`src/rtl/dpg_pkg.sv`:
```
// Shared constants for the data RAM parity checker.
// Assumes status bit positions are fixed: software decodes them.
package dpg_pkg;
    localparam int NSRC      = 2;  // interrupt sources
    localparam int SRC_FIRST = 0;  // first parity error
    localparam int SRC_MULTI = 1;  // error while first error still held
endpackage

```
`src/rtl/dpg_read_tracker.sv`:
```
// Tracks reads in flight and raises the compare strobe exactly
// rd_lat+1 cycles after each request.
// Assumes rd_lat is held constant while reads are pending.
module dpg_read_tracker #(
    parameter int LAT_W = 3
) (
    input  logic             clk,
    input  logic             rst_n,
    input  logic             rd_req,
    input  logic [LAT_W-1:0] rd_lat,
    output logic             chk_stb
);
    localparam int DEPTH = 1 << LAT_W;

    logic [DEPTH-1:0] pend_q;

    // Stage 0 takes the new request; each later stage ages it by one cycle.
    always_ff @(posedge clk) begin
        if (!rst_n) pend_q[0] <= 1'b0;
        else        pend_q[0] <= rd_req;
    end

    for (genvar s = 1; s < DEPTH; s++) begin : g_stage
        // Moves a pending read one stage further on.
        always_ff @(posedge clk) begin
            if (!rst_n) pend_q[s] <= 1'b0;
            else        pend_q[s] <= pend_q[s-1];
        end
    end

    // The stage matching the programmed latency is the data-valid cycle.
    assign chk_stb = pend_q[rd_lat];
endmodule

```
`src/rtl/dpg_lane_parity.sv`:
```
// Computes even parity for each byte lane and flags lanes whose stored
// parity bit disagrees. Purely combinational.
module dpg_lane_parity #(
    parameter int DATA_W = 256,
    parameter int LANE_W = 8
) (
    input  logic [DATA_W-1:0]        rd_data,
    input  logic [DATA_W/LANE_W-1:0] rd_par,
    output logic [DATA_W/LANE_W-1:0] mism
);
    localparam int NLANE = DATA_W / LANE_W;

    for (genvar i = 0; i < NLANE; i++) begin : g_lane
        // A lane mismatches when its XOR differs from the stored bit.
        assign mism[i] = (^rd_data[i*LANE_W +: LANE_W]) ^ rd_par[i];
    end
endmodule

```
`src/rtl/dpg_irq_regs.sv`:
```
// Raw, mask and syndrome registers plus the registered interrupt.
// Assumes a set on the same cycle as a clear wins.
module dpg_irq_regs
    import dpg_pkg::*;
#(
    parameter int NLANE = 32
) (
    input  logic             clk,
    input  logic             rst_n,
    input  logic             cmp_hit,
    input  logic [NLANE-1:0] mism,
    input  logic             mask_wr,
    input  logic [NSRC-1:0]  mask_wdata,
    input  logic             clr_wr,
    input  logic [NSRC-1:0]  clr_wdata,
    output logic [NSRC-1:0]  raw_stat,
    output logic [NSRC-1:0]  masked_stat,
    output logic [NSRC-1:0]  mask_q,
    output logic [NLANE-1:0] syndrome,
    output logic             par_irq
);
    logic [NSRC-1:0]  raw_q;
    logic [NSRC-1:0]  clr;
    logic [NLANE-1:0] syn_q;
    logic             err_now;
    logic             first_free;
    logic             irq_q;

    // Decode the error event and whether the first-error slot is free.
    always_comb begin
        clr        = clr_wr ? clr_wdata : '0;
        err_now    = cmp_hit && (|mism);
        first_free = !raw_q[SRC_FIRST] || clr[SRC_FIRST];
    end

    // Sticky raw status with write-one-to-clear; set wins.
    always_ff @(posedge clk) begin
        if (!rst_n) begin
            raw_q <= '0;
        end else begin
            raw_q[SRC_FIRST] <= (raw_q[SRC_FIRST] & ~clr[SRC_FIRST]) | err_now;
            raw_q[SRC_MULTI] <= (raw_q[SRC_MULTI] & ~clr[SRC_MULTI])
                              | (err_now & ~first_free);
        end
    end

    // Syndrome holds the first error's lane vector until cleared.
    always_ff @(posedge clk) begin
        if (!rst_n)                    syn_q <= '0;
        else if (err_now && first_free) syn_q <= mism;
        else if (clr[SRC_FIRST])       syn_q <= '0;
    end

    // Mask register, all sources masked after reset.
    always_ff @(posedge clk) begin
        if (!rst_n)       mask_q <= '0;
        else if (mask_wr) mask_q <= mask_wdata;
    end

    // Registered interrupt so the line never glitches.
    always_ff @(posedge clk) begin
        if (!rst_n) irq_q <= 1'b0;
        else        irq_q <= |(raw_q & mask_q);
    end

    assign raw_stat    = raw_q;
    assign masked_stat = raw_q & mask_q;
    assign syndrome    = syn_q;
    assign par_irq     = irq_q;
endmodule

```
`src/rtl/dram_parity_guard.sv`:
```
// Top of the data RAM parity checker: latency tracking, lane parity
// compare on the data-valid cycle only, and interrupt registers.
// Assumes rd_lat is static while reads are in flight.
module dram_parity_guard
    import dpg_pkg::*;
#(
    parameter int DATA_W = 256,
    parameter int LANE_W = 8,
    parameter int LAT_W  = 3
) (
    input  logic                     clk,
    input  logic                     rst_n,
    input  logic                     rd_req,
    input  logic [DATA_W-1:0]        rd_data,
    input  logic [DATA_W/LANE_W-1:0] rd_par,
    input  logic                     par_en,
    input  logic [LAT_W-1:0]         rd_lat,
    input  logic                     mask_wr,
    input  logic [NSRC-1:0]          mask_wdata,
    input  logic                     clr_wr,
    input  logic [NSRC-1:0]          clr_wdata,
    output logic [NSRC-1:0]          raw_stat,
    output logic [NSRC-1:0]          masked_stat,
    output logic [DATA_W/LANE_W-1:0] syndrome,
    output logic                     par_irq
);
    localparam int NLANE = DATA_W / LANE_W;

    logic             chk_stb;
    logic             cmp_hit;
    logic [NLANE-1:0] mism;
    logic [NSRC-1:0]  mask_q;

    dpg_read_tracker #(.LAT_W(LAT_W)) u_trk (
        .clk     (clk),
        .rst_n   (rst_n),
        .rd_req  (rd_req),
        .rd_lat  (rd_lat),
        .chk_stb (chk_stb)
    );

    dpg_lane_parity #(.DATA_W(DATA_W), .LANE_W(LANE_W)) u_par (
        .rd_data (rd_data),
        .rd_par  (rd_par),
        .mism    (mism)
    );

    // A compare counts only when checking is enabled.
    assign cmp_hit = chk_stb && par_en;

    dpg_irq_regs #(.NLANE(NLANE)) u_irq (
        .clk         (clk),
        .rst_n       (rst_n),
        .cmp_hit     (cmp_hit),
        .mism        (mism),
        .mask_wr     (mask_wr),
        .mask_wdata  (mask_wdata),
        .clr_wr      (clr_wr),
        .clr_wdata   (clr_wdata),
        .raw_stat    (raw_stat),
        .masked_stat (masked_stat),
        .mask_q      (mask_q),
        .syndrome    (syndrome),
        .par_irq     (par_irq)
    );
endmodule

```
`config.mk`:
```
export PLATFORM = sky130hd
export DESIGN_NAME = dram_parity_guard
export DESIGN_NICKNAME = d
export VERILOG_FILES = /design/src/rtl/dpg_pkg.sv /design/src/rtl/dpg_read_tracker.sv /design/src/rtl/dpg_lane_parity.sv /design/src/rtl/dpg_irq_regs.sv /design/src/rtl/dram_parity_guard.sv
export SDC_FILE = /design/constraint.sdc
export NUM_CORES = 1
export LEC_CHECK = 0
export CAP_MARGIN = 5
export CORE_AREA = 2 2 131 133
export DETAILED_ROUTE_END_ITERATION = 12
export DIE_AREA = 0 0 133 135
export PLACE_DENSITY = 0.67
export SYNTH_ARGS = -nofsm -noshare
export SYNTH_HDL_FRONTEND = slang
export SYNTH_HIERARCHICAL = 1
export SYNTH_SLANG_ARGS = --single-unit
```
`constraint.sdc`:
```
create_clock -name clk -period 2.6 [get_ports clk]
set_input_delay 0.39 -clock clk [delete_from_list [all_inputs] [get_ports clk]]
set_output_delay 0.39 -clock clk [all_outputs]
set_load 0.01 [all_outputs]
```
* After elaboration in Yosys (flattened, before gate mapping)
Index checks and enable logic that the tools add are counted.
** Storage, ports and cells
- Logic and storage cells :: 99
- Bits in registers :: 45
- Output and inout bits :: 37
- Input bits :: 301
** Cells by class
- Bitwise operators :: 41
- Order comparisons :: 1
- Multiplexer cells :: 5
- Reductions and logical operators :: 40
** Operators with widths (number)
- 8-bit XOR reduction :: 32
- 32-bit 2-to-1 mux :: 2
- 32-bit OR reduction :: 1
- 1-bit XOR :: 32
- 3-bit by 4-bit less-than comparator with 1-bit output, second input constant :: 1
- 1-bit AND :: 3
- 1-bit binary-select mux with 3-bit select :: 1
- 1-bit logical AND :: 3
- 1-bit NOT :: 3
- 2-bit AND :: 1
- 2-bit 2-to-1 mux :: 1
- 1-bit OR :: 2
- 2-bit nonzero test :: 1
- 2-bit OR reduction :: 1
- 1-bit zero test :: 1
- 1-bit logical OR :: 1
- 1-bit 2-to-1 mux :: 1

* Longest topological paths before layout
- Depth after elaboration :: 6
- Mapped depth :: 8

* Cells and area by module
The synthesis kept the hierarchy.
** Modules (own cells, without submodules)
- dpg_lane_parity :: cells each 224, seq. area each 0.0 um2, area each 2642.5 um2, times used 1
- dpg_irq_regs :: cells each 171, seq. area each 740.7 um2, area each 1564.0 um2, times used 1
- dpg_read_tracker :: cells each 19, seq. area each 160.2 um2, area each 274.0 um2, times used 1
- dram_parity_guard :: cells each 1, seq. area each 0.0 um2, area each 6.3 um2, times used 1

* Least setup slack after synthesis
OpenSTA, ideal clock, no wires.
- Kind :: input to register
- Start point :: in rd_data[154]
- End point :: reg u_irq.syn_q[0] (netlist: u_irq/syndrome[0])
- Data arrival time :: 2200 ps
- Stages :: 8
- Required time :: 2528 ps
- Path slack :: 329 ps
- Library setup time :: 72 ps
- Path through :: xnor2_1 -> xnor3_1 -> xnor2_1 -> nor4_1 -> nand4_1 -> o211ai_4 -> buf_8 -> mux2i_1
** Between the ends
- Word-level cells in the longest chain between the ends :: 6
- Elaborated cells between the ends (all ways) :: 7
** Ends and longest elaborated chain
- from (decl) :: line dram_parity_guard.sv:14 : input logic [DATA_W-1:0] rd_data,
- 8-bit XOR reduction (*) :: line dpg_lane_parity.sv:15 : assign mism[i] = (^rd_data[i*LANE_W +: LANE_W]) ^ rd_par[i];
- 1-bit XOR (*) :: line dpg_lane_parity.sv:15
- named net mism[19] :: line dram_parity_guard.sv:31 : logic [NLANE-1:0] mism;
- 32-bit OR reduction (*) :: line dpg_irq_regs.sv:32 : err_now = cmp_hit && (|mism);
- 1-bit logical AND (*) :: line dpg_irq_regs.sv:32
- 1-bit logical AND (*) :: line dpg_irq_regs.sv:50 : else if (err_now && first_free) syn_q <= mism;
- 32-bit 2-to-1 mux / 2-bit nonzero test (equally long branches)
- to (signal assigned) :: line dpg_irq_regs.sv:50
- to (decl) :: line dpg_irq_regs.sv:24 : logic [NLANE-1:0] syn_q;
Mark *: on every way through the listed nets, which the timed path passes. The rest lies on a longest branch.
A chain may end at the register's enable or synchronous reset.

* Worst setup path in the final report
- Start point :: in rd_data[243]
- End point :: reg u_irq.syn_q[18] (netlist: u_irq/syndrome[18])
Same word-level chain as after synthesis.

==> metrics <==
result of the run=completed; initial antenna violation count=0; clock tree from TritonCTS=yes; standard cell area after detailed placement=8250 um2; endpoint class of the critical path=flip-flop; Tot GR Track Use=16.8%; share of final-layout standard cells stronger than drive strength 1=20.3%; multi-input gate area in the final layout=3980 um2; NumNets Final=1090; Avg Synthesized Cell Area=10.8 um2; number of buffers added on ports=337; maximum clock insertion buffer count=2; GPL Wtd Cong=0.836; Peak VDD IR=284 uV; cell class contributing the biggest share of worst-path delay=buffers and inverters; clock tree skew after final layout=0.00514 ns; WP depth=11; Hold Path Depth=1; vias per std cell=4.17; Maximum Capacitance Violations=0; area growth from synthesis to layout=99.4%; list of cells traversed by the critical path=clkdlybuf4s50_1 > xor2_2 > xnor2_2 > xnor2_2 > nor4_2 > buf_4 > nand4_1 > o211ai_4 > buf_12 > buf_12 > mux2i_1; wirelength, routed=15600 um; type of the worst setup path=primary input to flip-flop; clk slew on worst S/H paths=0.06 ns; required time reported for the critical path endpoint=2.80 ns; power per unit of standard cell area=402 nW/um2; leakage power of the design=4.35 nW; Net Count, Synth=716; violation count after the first detailed-routing iteration=97; met3 global-route usage=4.09%; CTS Buf Count=5; most common cell in the netlist=xnor2_1; quantity of hold-fixing buffers added after cts=0; clk sink count=45; Post-Synth XOR/XNOR Area=58.9%; global-route wire length before repair=23700 um; measured slew at the worst slew-check pin=1.22 ns; maximum clock frequency=397 MHz; global routing usage on met2=32.9%; pin count of the biggest net entering global routing=47; Synth warnings=6; Worst path slowest cell=clkdlybuf4s50_1; synthesized-area fraction occupied by adder cells=0%; chip width=133 um; cell types with the largest area share after synthesis=xnor2_1 25%, dfxtp_1 20%, xnor3_1 16%; total die area=18000 um2; async set-reset flop share out of synthesis=0%; share of the clock period used by the worst path after layout=97.0%; fraction of post-synthesis cell area in the top cell type by area=25.0%; CTS H-tree depth=2; RSZ-0062 raised after global routing=yes; Antenna Diode Count=0; FF/Latch Area=901 um2; dominant cell type by area after synthesis=xnor2_1; Buffers & Inverters on Critical Path=4; Most used DFF post-synth=dfxtp_1; Fill cells=1478; worst skew pair latency=0.28 ns; global-route track usage on met1=18.2%; arrival time at the worst endpoint=2.72 ns; number of cells on the worst reg-to-reg path=7; largest fanout of any net on the critical path=7; drt drc=0; post-layout min period=2.52 ns; number of nets with antenna violations after detailed routing=0; Routed WL per cell=15.4 um; placed wire-length estimate after detailed placement=13000 um; Hold Violations, Final=0; multiplexer share of the synthesized area=9.01%; cell at the root of the clock tree=clkbuf_16; sequential fraction of the synthesis area=20.1%; ports placed on the boundary=338; starting density of the core=27.3%; top cells by count, synth=128 x xnor2_1, 67 x nand2_1, 45 x dfxtp_1; simple-gate portion of the synthesized area=9.31%; Layout Utilization=54.5%; placeable core region=16400 um2; Pre-antenna DRT Iters=4; worst hold path class=flip-flop to flip-flop; Cells after Synth=415; total grt overflow=0; number of synthesized register bits=45; via count of the first global-routing pass=4632; Chip Height=135 um; largest family of logic cells by synthesized area=XOR/XNOR gates; total power of the final layout=0.00360 W; via total after detailed routing=4214; share of the synthesized area in compound gates (AO/OA/AOI/OAI)=1.03%; final setup violating endpoints=0; summed instance area of the synthesized netlist=4490 um2; layer with the highest usage=met2; element type at the critical path start=primary input; distinct cell type count of the synthesized netlist=21; EDFF count, synth=0; post-route cell area=8950 um2; Relative slew margins=18.5%; number of max-slew violations in the final report=0; maximum cell stage delay along the critical path=0.51 ns; Std-Cell Rows=47
report_power, final:
part / switching (W) / internal (W) / leakage [nW]
clock network: 0.000271 / 0.000455 / 0.0800
registers: 0.00000827 / 0.000705 / 0.364
logic: 0.000773 / 0.00138 / 3.91
layer usage:
layer	wire [um]	vias to the layer above
met5	0	-
met4	171	0
met3	1210	15
met2	8590	190
met1	5600	1924
li1	-	2085
path summary, 6_finish.rpt:
path                                      start            endpoint  slack [ns]
worst max-delay path               rd_data[243]  u_irq/syndrome[18]        0.08
worst min-delay path            u_trk/pend_q[4]     u_trk/pend_q[5]        0.46
worst max register to register  u_trk/pend_q[1]  u_irq/syndrome[18]        0.66
worst min register to register  u_trk/pend_q[4]     u_trk/pend_q[5]        0.46
layout by cell type (no fill, tap or decap), drive strengths merged, types with 29 or more instances in the layout:
cell / netlist / layout
dlygate4sd2: 0 / 106
xnor2: 160 / 160
mux2i: 34 / 34
buf: 3 / 44
xor2: 32 / 32
clkdlybuf4s50: 0 / 161
nand2: 67 / 67
dfxtp: 45 / 45
xnor3: 32 / 32
dlymetal6s2s: 0 / 29
registers in the layout, indices dropped and copies added, names as in the netlist:
name	flops
u_irq/syndrome	32
u_trk/pend_q	8
u_irq/mask_q	2
u_irq/raw_stat	2
u_irq/par_irq	1
repair_timing:
| item | 4_1_cts | 5_1_grt |
|---|---|---|
| pin swaps | 131 | 76 |
| endpoints found under the hold margin | 0 | 0 |
| resized for setup | 223 | 82 |
| endpoints found under the setup margin | 34 | 32 |
| gates cloned | 1 | 1 |
| setup buffers | 15 | 7 |
stage by stage:
step                      hold slack, ns  cells  setup slack [ns]  setup TNS, ns
after floorplan                    0.421    415             0.329              0
after global placement             0.431    983            -0.647         -21.25
after detailed placement           0.447    983            -0.706         -22.36
after CTS                          0.461   1005          0.000249              0
after global routing               0.481   1010           -0.0524         -0.446
final                              0.459   1010            0.0786              0
logic make-up after synthesis:
kind of cell,count (synthesis)
xor+xnor,224
simple gates,93
flops,45
mux,37
buf+inv,11
compound gates,5
area by class of cell:
cell class              instances  share of cell area (%)
multi-input cells             359                    44.4
repair buffers                378                    40.5
flip-flops and latches         45                    10.1
well taps                     220                    3.08
clock buffers                   5                    1.40
clock inverters                 3                   0.517
worst register-to-register path, cell delays in order (launching register included):
cell,delay (ns)
dfxtp_1,0.31
mux4_1,0.50
mux2_2,0.27
and2_1,0.21
o211ai_4,0.10
buf_12,0.15
buf_12,0.13
mux2i_1,0.21
Power figures use the tool's default switching activity.
